## src/rtl/sync_tx_shifter.sv

```systemverilog
module sync_tx_shifter #(
  parameter int DW = 32
) (
  input  logic                  clk,
  input  logic                  rst_n,
  input  logic [$clog2(DW):0]   cfg,
  input  logic                  en,
  input  logic                  wr,
  input  logic [DW-1:0]         wdata,
  input  logic                  sclk_in,
  output logic                  sdo,
  output logic                  buf_empty
);
  localparam int CW = $clog2(DW);

  logic [DW-1:0] sh, hold;
  logic [CW-1:0] left;
  logic          active, hold_v, sclk_q, en_q;

  wire stop = cfg[CW];
  wire fall = sclk_q & ~sclk_in;
  wire last = active & fall & (left == '0);
  wire take = en & hold_v &
              (active ? (last & ~stop) : (~stop | fall | ~en_q));

  always_ff @(posedge clk or negedge rst_n) begin
    if (!rst_n) begin
      sh <= '0; hold <= '0; left <= '0;
      active <= 1'b0; hold_v <= 1'b0; sdo <= 1'b0;
      buf_empty <= 1'b0; sclk_q <= 1'b0; en_q <= 1'b0;
    end else begin
      sclk_q <= sclk_in;
      en_q   <= en;
      if (!en) begin
        sh <= '0; left <= '0; active <= 1'b0;
        sdo <= 1'b0; buf_empty <= 1'b0;
        if (en_q) hold_v <= 1'b0;
      end else if (take) begin
        sdo       <= hold[0];
        sh        <= hold >> 1;
        left      <= cfg[CW-1:0];
        active    <= 1'b1;
        hold_v    <= 1'b0;
        buf_empty <= 1'b1;
      end else if (active && fall) begin
        if (left == '0) begin
          active <= 1'b0;
          if (stop) sdo <= 1'b0;
        end else begin
          sdo  <= sh[0];
          sh   <= sh >> 1;
          left <= left - 1'b1;
        end
      end
      if (wr) begin
        hold      <= wdata;
        hold_v    <= 1'b1;
        buf_empty <= 1'b0;
      end
    end
  end

  a_r1_disabled_quiet: assert property (@(posedge clk) disable iff (!rst_n)
    !en |=> (!sdo && !buf_empty));
  a_r3_moves_on_fall_only: assert property (@(posedge clk) disable iff (!rst_n)
    (en && active && !fall) |=> $stable(sdo));
  a_r5_flag_with_busy_shifter: assert property (@(posedge clk) disable iff (!rst_n)
    $rose(buf_empty) |-> active);
  a_r6_underrun_holds: assert property (@(posedge clk) disable iff (!rst_n)
    (en && !stop && last && !hold_v) |=> $stable(sdo));
  a_r7_gap_low: assert property (@(posedge clk) disable iff (!rst_n)
    (en && stop && last) |=> !sdo);
  a_r8_write_clears_flag: assert property (@(posedge clk) disable iff (!rst_n)
    wr |=> !buf_empty);
endmodule

```

## config.mk

```make
export PLATFORM = sky130hd
export DESIGN_NAME = sync_tx_shifter
export DESIGN_NICKNAME = d
export VERILOG_FILES = /design/src/rtl/sync_tx_shifter.sv
export SDC_FILE = /design/constraint.sdc
export NUM_CORES = 1
export LEC_CHECK = 0
export BUFFER_PORTS_ARGS = -buffer_cell sky130_fd_sc_hd__buf_2
export CAP_MARGIN = 40
export CELL_PAD_IN_SITES_DETAIL_PLACEMENT = 0
export CELL_PAD_IN_SITES_GLOBAL_PLACEMENT = 2
export CORE_MARGIN = 10
export CORE_UTILIZATION = 36
export CTS_CLUSTER_DIAMETER = 150
export DETAILED_ROUTE_END_ITERATION = 10
export GPL_TIMING_DRIVEN = 1
export HOLD_SLACK_MARGIN = 0.15
export PLACE_DENSITY_LB_ADDON = 0.1
export SYNTH_ARGS = -nofsm -noshare
export SYNTH_HDL_FRONTEND = slang
export SYNTH_SLANG_ARGS = --single-unit
export TNS_END_PERCENT = 1
```

## constraint.sdc

```tcl
create_clock -name clk -period 2.5 [get_ports clk]
set_input_delay 0.125 -clock clk [delete_from_list [all_inputs] [get_ports clk]]
set_output_delay 0.125 -clock clk [all_outputs]
set_load 0.1 [all_outputs]
```

==> results by group, run 1 <==
Status
  • Status: finished clean

STA
  • Clock skew: 0.00965 ns
  • Final Cycle Share: 87.5%
  • Slew HR: 49.3%
  • Hold Fails Final Rpt: 0
  • Max Clock Freq: 457 MHz
  • Fin crit period: between 2 and 2.5 ns
  • Setup violators final: 0
  • RSZ-0062 raised after global routing: no
  • Pin slew with the least headroom to its limit: between 0.7 and 0.8 ns
  • Setup_tns: 0 ns
  • Final slew viol count: 0

Clocking
  • Total CTS buffers: 9
  • CTS H-tree depth: 3
  • Clock Latency Late Sink: 0.34 ns
  • Reg clk slew, reported paths: 0.08 ns
  • Resize count post-CTS: 0
  • Root Buffer: clkbuf_8
  • Sink Count: 74
  • Clock Tree Buf Depth: 2
  • CTS tree: built

Placement
  • Port-buffer cells: 44
  • Post-DP HPWL: 4410 um
  • GP Congestion: 0.716

Logic synthesis
  • Top cell type's share of synthesized area: 55.6%
  • Post-Syn Area: 3330 um2
  • Post-synthesis sequential area ratio: 55.6%
  • Post-synth EDFFs: 0
  • Ys async rst share: 100%
  • Synthesized instance count: 327
  • Main area contributors after synthesis: dfrtp_1 56%, mux2_2 11%, o21ai_0 9.0%
  • Post-synth top cells: 74 x dfrtp_1, 60 x o21ai_0, 38 x nand2_1, 34 x inv_1, 32 x mux2_2
  • Post-synth top flop: dfrtp_1
  • Post-synthesis area per instance: about 10 um2
  • Cell variety after synth: 33
  • Cell with the most instances after synthesis: dfrtp_1
  • Synth Net Count: 371
  • Post-synth top area cell: dfrtp_1
  • Yosys Warn Count: 0
  • Yosys reg bits: between 70 and 80

Setup path
  • Critical path required time: 2.72 ns
  • WP data arrival: 2.40 ns
  • R2R Path Start: left[0]$_DFFE_PN0P_
  • FF-to-FF setup slack: roughly 0.31 ns
  • CP Max Fanout: 10
  • Endpoint class of the critical path: flop
  • Reg2Reg Capture Point: sdo$_DFFE_PN0P_
  • Crit Path Category: reg2reg
  • FF-to-FF path depth: 6
  • CP Launch Type: flop

Run
  • Max Cap Viol: 0

Min path
  • Worst hold path depth: 4
  • Hold_sp: cfg[5]
  • Worst Hold Class: in2reg
  • WHS Endpoint: active$_DFFE_PN0P_

Cells and area
  • Area delta synth->final: 27.1%
  • Diode count: 0
  • Final Net Count: 449
  • Share of layout cells above drive strength 1: roughly a quarter

Die
  • Die height: 116 um
  • FP Rows: 35
  • Core ar.: 9110 um2
  • IO Pins: 45
  • Chip width: 116 um
  • Die ar.: approximately 13000 um2
  • Initial core utilization: 36.6%

GRT
  • Gr usage total: 11.5%
  • Vias in the first global route: 2571
  • Largest net degree at the start of global routing: 62
  • Global route overflow: 0
  • First-pass GRT wire length: 12500 um
  • Initial antenna violation count: 0

Power
  • PwrDens: 646 nW/um2
  • Leak Pwr: 2.00 nW
  • VDD IR max: 0.245 mV
  • Final Power: about 2.7 mW

Drt
  • ANT nets after route: 0
  • Drt wl/cell: approximately 13 um
  • DR vias: 2471
  • Vias per cell: 4.74
  • DR pass1 iterations: 4
  • WL final: 7010 um
  • Number of DRC markers in iteration 0: about 110
  • Post-route DRC: 0
worst max-delay path, stage by stage, from the launching register on:
cell     delay, ns
dfrtp_1       0.42
inv_1         0.07
ha_1          0.17
or3b_1        0.39
nor4_2        0.27
o21ai_1       0.32
o311a_1       0.42
cells in the final DEF (no fill, tap or decap), types with 2 or more instances in the layout:
cell           synthesis  layout
dfrtp_1               74      74
o21ai_0               60      60
buf_2                  4      43
dlygate4sd3_1          0      39
nand2_1               38      38
inv_1                 34      34
mux2_2                32      32
nand3_1               31      31
clkbuf_8               0       9
o21ai_1                6       6
a21boi_0               4       4
a21oi_1                4       4
clkinvlp_4             0       3
buf_4                  3       3
buf_12                 0       3
nand2b_1               2       2
o211ai_1               2       2
xnor2_1                2       2
how the worst max path moves through the flow:
stage	startpoint	endpoint	slack [ns]
after floorplan	left[0]$_DFFE_PN0P_	sh[12]$_DFFE_PN0P_	0.49
after global placement	left[0]$_DFFE_PN0P_	sdo$_DFFE_PN0P_	0.36
after detailed placement	left[0]$_DFFE_PN0P_	sdo$_DFFE_PN0P_	0.36
after CTS	left[0]$_DFFE_PN0P_	sdo$_DFFE_PN0P_	0.32
after global routing	left[0]$_DFFE_PN0P_	sdo$_DFFE_PN0P_	0.18
final	left[0]$_DFFE_PN0P_	sdo$_DFFE_PN0P_	0.31
routing by layer:
metal  GRT usage, %  vias up  wire [um]
met5              0        -          0
met4           3.50        0         74
met3           3.60        6        264
met2           18.6       35       3260
met1           14.3     1167       3410
li1               -     1263          -
cells by family after synthesis:
logic type      after synthesis  synth area share [%]
xor+xnor                      3                 0.789
fa+ha+maj                     1                 0.376
buf+inv                      55                  7.36
flops                        74                  55.6
mux                          32                  10.8
compound gates               83                  13.7
simple gates                 79                  11.3
metrics by stage:
stage               hold WS (ns)  util [%]  instance area [um2]  instances  setup slack, ns
floorplan                 -0.171         -                 3330        327            0.494
global placement           0.252      39.8                 3630        465            0.362
detailed placement         0.114      40.1                 3650        466            0.356
CTS                        0.191      46.5                 4230        521            0.316
global route               0.243      46.5                 4230        521            0.182
finish                     0.225      46.5                 4230        521            0.312
flip-flops by register name, summed over array words and instances, names as in the netlist:
register and flops:
active 1, buf_empty 1, en_q 1, hold 32, hold_v 1, left 5, sclk_q 1, sdo 1
sh 31
where the power goes:
group | switching [mW] | internal [mW]
Clock | 0.449 | 0.463
Sequential | 0.0550 | 1.31
Combinational | 0.241 | 0.214
Total | 0.745 | 1.99
final cells by class:
type	count	area, um2
clock buffers	10	128
clock inverters	6	66.3
fillers	900	4870
inverters	34	128
multi-input cells	198	1230
flip-flops and latches	74	1850
well taps	111	139
repair buffers	88	688
what timing repair did:
action                                 4_1_cts  5_1_grt
buffers inserted                             0        0
endpoints found under the hold margin      112        0
hold buffers                                39        0
Power figures use the tool's default switching activity.
==> run 2, diff against run 1 <==
==> constraint.sdc (replaced) <==
create_clock -name clk -period 2.3 [get_ports clk]
set_input_delay 0.115 -clock clk [delete_from_list [all_inputs] [get_ports clk]]
set_output_delay 0.115 -clock clk [all_outputs]
set_load 0.1 [all_outputs]
==> results by group, run 2 (same netlist as run 1, synthesis figures left out) <==
Status
  • Status: finished clean

GRT
  • First-pass GRT wire length: 12300 um
  • Gr usage total: between 10% and 20%
  • Global route overflow: 0
  • Vias in the first global route: 2631
  • Largest net degree at the start of global routing: 62
  • Initial antenna violation count: 0

Power
  • Internal Power: roughly 2.4 mW
  • Sequential Power Share: 46.0%
  • Leak Pwr: 2.05 nW
  • Sw Share: 24.5%
  • Comb power frac: 15.4%
  • Clock Power Share: 38.7%
  • PwrDens: 751 nW/um2
  • VDD IR max: about 0.35 mV
  • Final Power: 3.24 mW
  • Psw: just under 0.8 mW

STA
  • Final Cycle Share: 92.0%
  • Final slew viol count: 0
  • Clock skew: 0.0114 ns
  • Setup_tns: 0 ns
  • Worst hold margin: ~0.21 ns
  • Setup violators final: 0
  • Pin slew with the least headroom to its limit: 0.633 ns
  • Max Clock Freq: 473 MHz
  • Fin crit period: ~2.1 ns
  • RSZ-0062 raised after global routing: no
  • Hold Fails Final Rpt: 0
  • Slew HR: 57.8%

Drt
  • DR vias: 2475
  • Post-route DRC: 0
  • WL final: between 6000 and 7000 um
  • Number of DRC markers in iteration 0: 110
  • Vias per cell: 4.72
  • ANT nets after route: 0
  • DR pass1 iterations: 4
  • Drt wl/cell: 13.2 um

Clocking
  • Post-CTS setup buffer count: 0
  • Clock Tree Buf Depth: 2
  • CTS H-tree depth: 3
  • Total CTS buffers: 9
  • Clock Latency Late Sink: ~0.34 ns
  • CTS tree: built
  • Root Buffer: clkbuf_8
  • Sink Count: 74
  • Reg clk slew, reported paths: 0.08 ns

Cells and area
  • Share of layout cells above drive strength 1: 24.5%
  • Area delta synth->final: 29.6%
  • Register area: 1850 um2
  • Most common cell after layout, fill and taps aside: dfrtp_1
  • Biggest regs: hold x32, sh x31, left x5
  • Commonest cells after routing, fill and taps aside: 74 x dfrtp_1, 60 x o21ai_0, 43 x buf_2
  • Top reg by flops: hold
  • Filler cells: 894
  • Area taken by multi-input logic gates: 1230 um2
  • Max FFs per register: 32
  • Diode count: 0
  • Final Net Count: 452

Setup path
  • Endpoint class of the critical path: flop
  • Critical path launch point: left[0]$_DFFE_PN0P_
  • FF-to-FF setup slack: about 0.18 ns
  • CP Max Fanout: 32
  • CP Launch Type: flop
  • Crit Path Category: reg2reg
  • WP data arrival: 2.33 ns
  • FF-to-FF path depth: 8
  • Reg2Reg Capture Point: sh[17]$_DFFE_PN0P_
  • R2R Path Start: left[0]$_DFFE_PN0P_
  • Critical path required time: 2.52 ns
  • Crit path capture: sh[17]$_DFFE_PN0P_

Die
  • Initial core utilization: 36.6%
  • FP Rows: 35
  • Chip width: 116 um
  • IO Pins: 45
  • Core ar.: 9110 um2
  • Die height: about 120 um
  • Die ar.: 13500 um2

Placement
  • Post-DP HPWL: 4430 um
  • GP Congestion: 0.755
  • Port-buffer cells: 44

Run
  • Max Cap Viol: 0

Min path
  • Worst Hold Class: in2reg
run 2: cell types whose count changed in the layout (fill, tap and decap cells not counted):
| cell | change |
|---|---|
| clkinvlp_4 | -2 |
| bufinv_16 | +2 |
| dlygate4sd3_1 | +1 |
| clkbuf_8 | +2 |
| buf_4 | +2 |
| clkinv_2 | -1 |
| inv_6 | -1 |
run 2: timing repair:
action	CTS	global route
hold endpoints to repair	107	0
hold buffers	40	0
resized for setup	0	0
run 2: worst min path at each step:
stage,startpoint,end,slack (ns),cells after the start
finish,cfg[5],active$_DFFE_PN0P_,0.21,4
global route,rst_n,left[4]$_DFFE_PN0P_,0.30,2
CTS,cfg[5],active$_DFFE_PN0P_,0.20,4
detailed placement,rst_n,left[4]$_DFFE_PN0P_,0.11,1
global placement,rst_n,left[4]$_DFFE_PN0P_,0.11,1
floorplan,rst_n,active$_DFFE_PN0P_,-0.18,0
run 2: per-layer routing:
| metal | GRT usage [%] | share of wire (%) |
|---|---|---|
| met1 | 14.3 | 50 |
| met2 | 18.2 | 45 |
| met3 | 3.39 | 3.6 |
| met4 | 3.50 | 0.95 |
| met5 | 0 | 0 |
run 2: final cells by class:
| class | count | share of cell area [%] |
|---|---|---|
| multi-input combinational | 198 | 28.6 |
| clock buffer | 12 | 3.59 |
| tap | 111 | 3.22 |
| inverter | 34 | 2.96 |
| timing repair buffer | 91 | 16.5 |
| clock inverter | 4 | 2.26 |
| sequential | 74 | 42.9 |
run 2: power by group through the flow:
stage	sequential [mW]	combinational [mW]	clock [mW]
floorplan	1.52	0.293	0
global placement	1.51	0.452	0
detailed placement	1.52	0.454	0
CTS	1.49	0.509	1.30
global route	1.51	0.571	1.35
finish	1.49	0.498	1.25
run 2: through the flow:
| stage | instances | area, um2 | worst slack (ns) | utilization, % |
|---|---|---|---|---|
| 6_report | 524 | 4320 | 0.184 | 47.4 |
| 5_1_grt | 524 | 4320 | 0.0460 | 47.4 |
| 4_1_cts | 524 | 4320 | 0.182 | 47.4 |
| 3_5_place_dp | 468 | 3660 | 0.191 | 40.2 |
| 3_3_place_gp | 468 | 3660 | 0.225 | 40.2 |
| 2_1_floorplan | 327 | 3330 | 0.294 | - |
run 2: critical path: stages (launching register included):
cell and delay (ns):
dfrtp_1 0.40, inv_1 0.06, ha_1 0.17, or4b_4 0.50, nand2_1 0.12, buf_12 0.21, mux2_2 0.36, nand3_1 0.08
o21ai_0 0.07
==> run 3, diff against run 2 <==
==> constraint.sdc (replaced) <==
create_clock -name clk -period 2.3 [get_ports clk]
set_input_delay 0.46 -clock clk [delete_from_list [all_inputs] [get_ports clk]]
set_output_delay 0.46 -clock clk [all_outputs]
set_load 0.1 [all_outputs]
==> results by group, run 3 (same netlist as run 1, synthesis figures left out) <==
Status
  • Status: finished clean

Clocking
  • CTS H-tree depth: 3
  • Clock Tree Buf Depth: 2
  • Reg clk slew, reported paths: 0.08 ns
  • Clock Latency Late Sink: about 0.34 ns
  • CTS tree: built
  • Total CTS buffers: 9
  • Root Buffer: clkbuf_8
  • Sink Count: 74
  • Post-CTS setup buffer count: 0

GRT
  • Vias in the first global route: 2494
  • Global route overflow: 0
  • Largest net degree at the start of global routing: 62
  • Gr usage total: 10.9%
  • First-pass GRT wire length: 11800 um
  • Initial antenna violation count: 0

Die
  • IO Pins: 45
  • Core ar.: 9110 um2
  • Die height: 116 um
  • Die ar.: 13500 um2
  • Initial core utilization: 36.6%
  • Chip width: 116 um
  • FP Rows: 35

Setup path
  • CP Launch Type: flop
  • WP data arrival: about 2.3 ns
  • CP Max Fanout: 16
  • Critical path required time: 2.52 ns
  • Endpoint class of the critical path: flop
  • Crit Path Category: reg2reg

Drt
  • WL final: approximately 6900 um
  • ANT nets after route: 0
  • Vias per cell: 4.81
  • Drt wl/cell: 14.3 um
  • Post-route DRC: 0
  • Number of DRC markers in iteration 0: 53
  • DR vias: 2326
  • DR pass1 iterations: 3

STA
  • Clock skew: ~0.011 ns
  • Pin slew with the least headroom to its limit: between 0.6 and 0.7 ns
  • Slew HR: 56.0%
  • Fin crit period: 2.11 ns
  • Final Cycle Share: 91.9%
  • Final slew viol count: 0
  • RSZ-0062 raised after global routing: no
  • Setup violators final: 0
  • Hold Fails Final Rpt: 0
  • Setup_tns: 0 ns
  • Max Clock Freq: 473 MHz

Cells and area
  • Filler cells: 908
  • Design Area, Final: between 3000 and 4000 um2
  • Area delta synth->final: 18.7%
  • Fin cells: 484
  • Most common cell after layout, fill and taps aside: dfrtp_1
  • Final Net Count: approximately 410
  • Top reg by flops: hold
  • Biggest regs: hold x32, sh x31, left x5
  • Diode count: 0
  • Max FFs per register: 32
  • Commonest cells after routing, fill and taps aside: 74 x dfrtp_1, 60 x o21ai_0, 43 x buf_2
  • Share of layout cells above drive strength 1: 27.1%

Power
  • Sequential Power Share: 45.5%
  • Leak Pwr: between 1.5 and 2 nW
  • Sw Share: 24.1%
  • Final Power: 3.27 mW
  • Clock Power Share: 40.8%
  • Comb power frac: a little over an eighth
  • PwrDens: 828 nW/um2
  • Psw: a little under 0.8 mW
  • VDD IR max: ~0.33 mV
  • Internal Power: about 2.5 mW

Placement
  • Placed inst area: approximately 3600 um2
  • Cells after DPL: 466
  • GP Congestion: 0.749
  • Post-DP HPWL: 4330 um
  • Port-buffer cells: 44

Run
  • Max Cap Viol: 0

Min path
  • Worst Hold Class: in2reg
## run 3: final timing paths
kind / depth (start not counted) / startpoint / slack, ns / end
min in group asynchronous: 2 / rst_n / 0.61 / left[4]$_DFFE_PN0P_
max: 8 / left[0]$_DFFE_PN0P_ / 0.19 / sh[2]$_DFFE_PN0P_
min: 1 / sclk_in / 0.24 / sclk_q$_DFF_PN0_
max reg2reg: 8 / left[0]$_DFFE_PN0P_ / 0.19 / sh[2]$_DFFE_PN0P_
min reg2reg: 2 / hold[11]$_DFFE_PN0P_ / 0.52 / sh[10]$_DFFE_PN0P_
max in group asynchronous: 3 / rst_n / 1.10 / hold[30]$_DFFE_PN0P_
## run 3: power by group through the flow
stage / Sequential, mW / Clock [mW] / Combinational [mW]
floorplan: 1.52 / 0 / 0.293
global placement: 1.51 / 0 / 0.447
detailed placement: 1.51 / 0 / 0.450
CTS: 1.49 / 1.37 / 0.455
global route: 1.50 / 1.44 / 0.519
finish: 1.49 / 1.34 / 0.449
## run 3: area by class of cell
type                    instances  area (um2)  share of cell area, %
clock inverters                 5         125                   3.16
flip-flops and latches         74        1850                   46.8
multi-input cells             198        1240                   31.3
well taps                     111         139                   3.51
inverters                      34         128                   3.23
repair buffers                 51         333                   8.42
clock buffers                  11         141                   3.58
## run 3: per-layer routing
metal / GRT usage (%) / part of all wire (%)
met3: 2.57 / 3.1
met1: 13.8 / 51
met2: 17.4 / 45
met4: 4.50 / 1.2
met5: 0 / 0
## run 3: worst max-delay path: stages (launching register included)
cell and delay, ns:
dfrtp_1 0.41, inv_1 0.07, ha_1 0.17, or4b_4 0.51
nand2_2 0.16, clkbuf_16 0.21, mux2_2 0.34, nand3_1 0.08
o21ai_0 0.07
## run 3: per-stage QoR
step | util [%] | hold slack, ns | setup slack (ns)
after floorplan | - | 0.164 | 0.294
after global placement | 40.1 | 0.438 | 0.206
after detailed placement | 40.1 | 0.436 | 0.186
after CTS | 43.1 | 0.223 | 0.165
after global routing | 43.4 | 0.221 | 0.00382
final | 43.4 | 0.240 | 0.186
## run 3: what timing repair did
action,CTS,global route
resized for setup,0,1
endpoints found under the hold margin,31,0
hold buffers,1,0
endpoints found under the setup margin,0,1
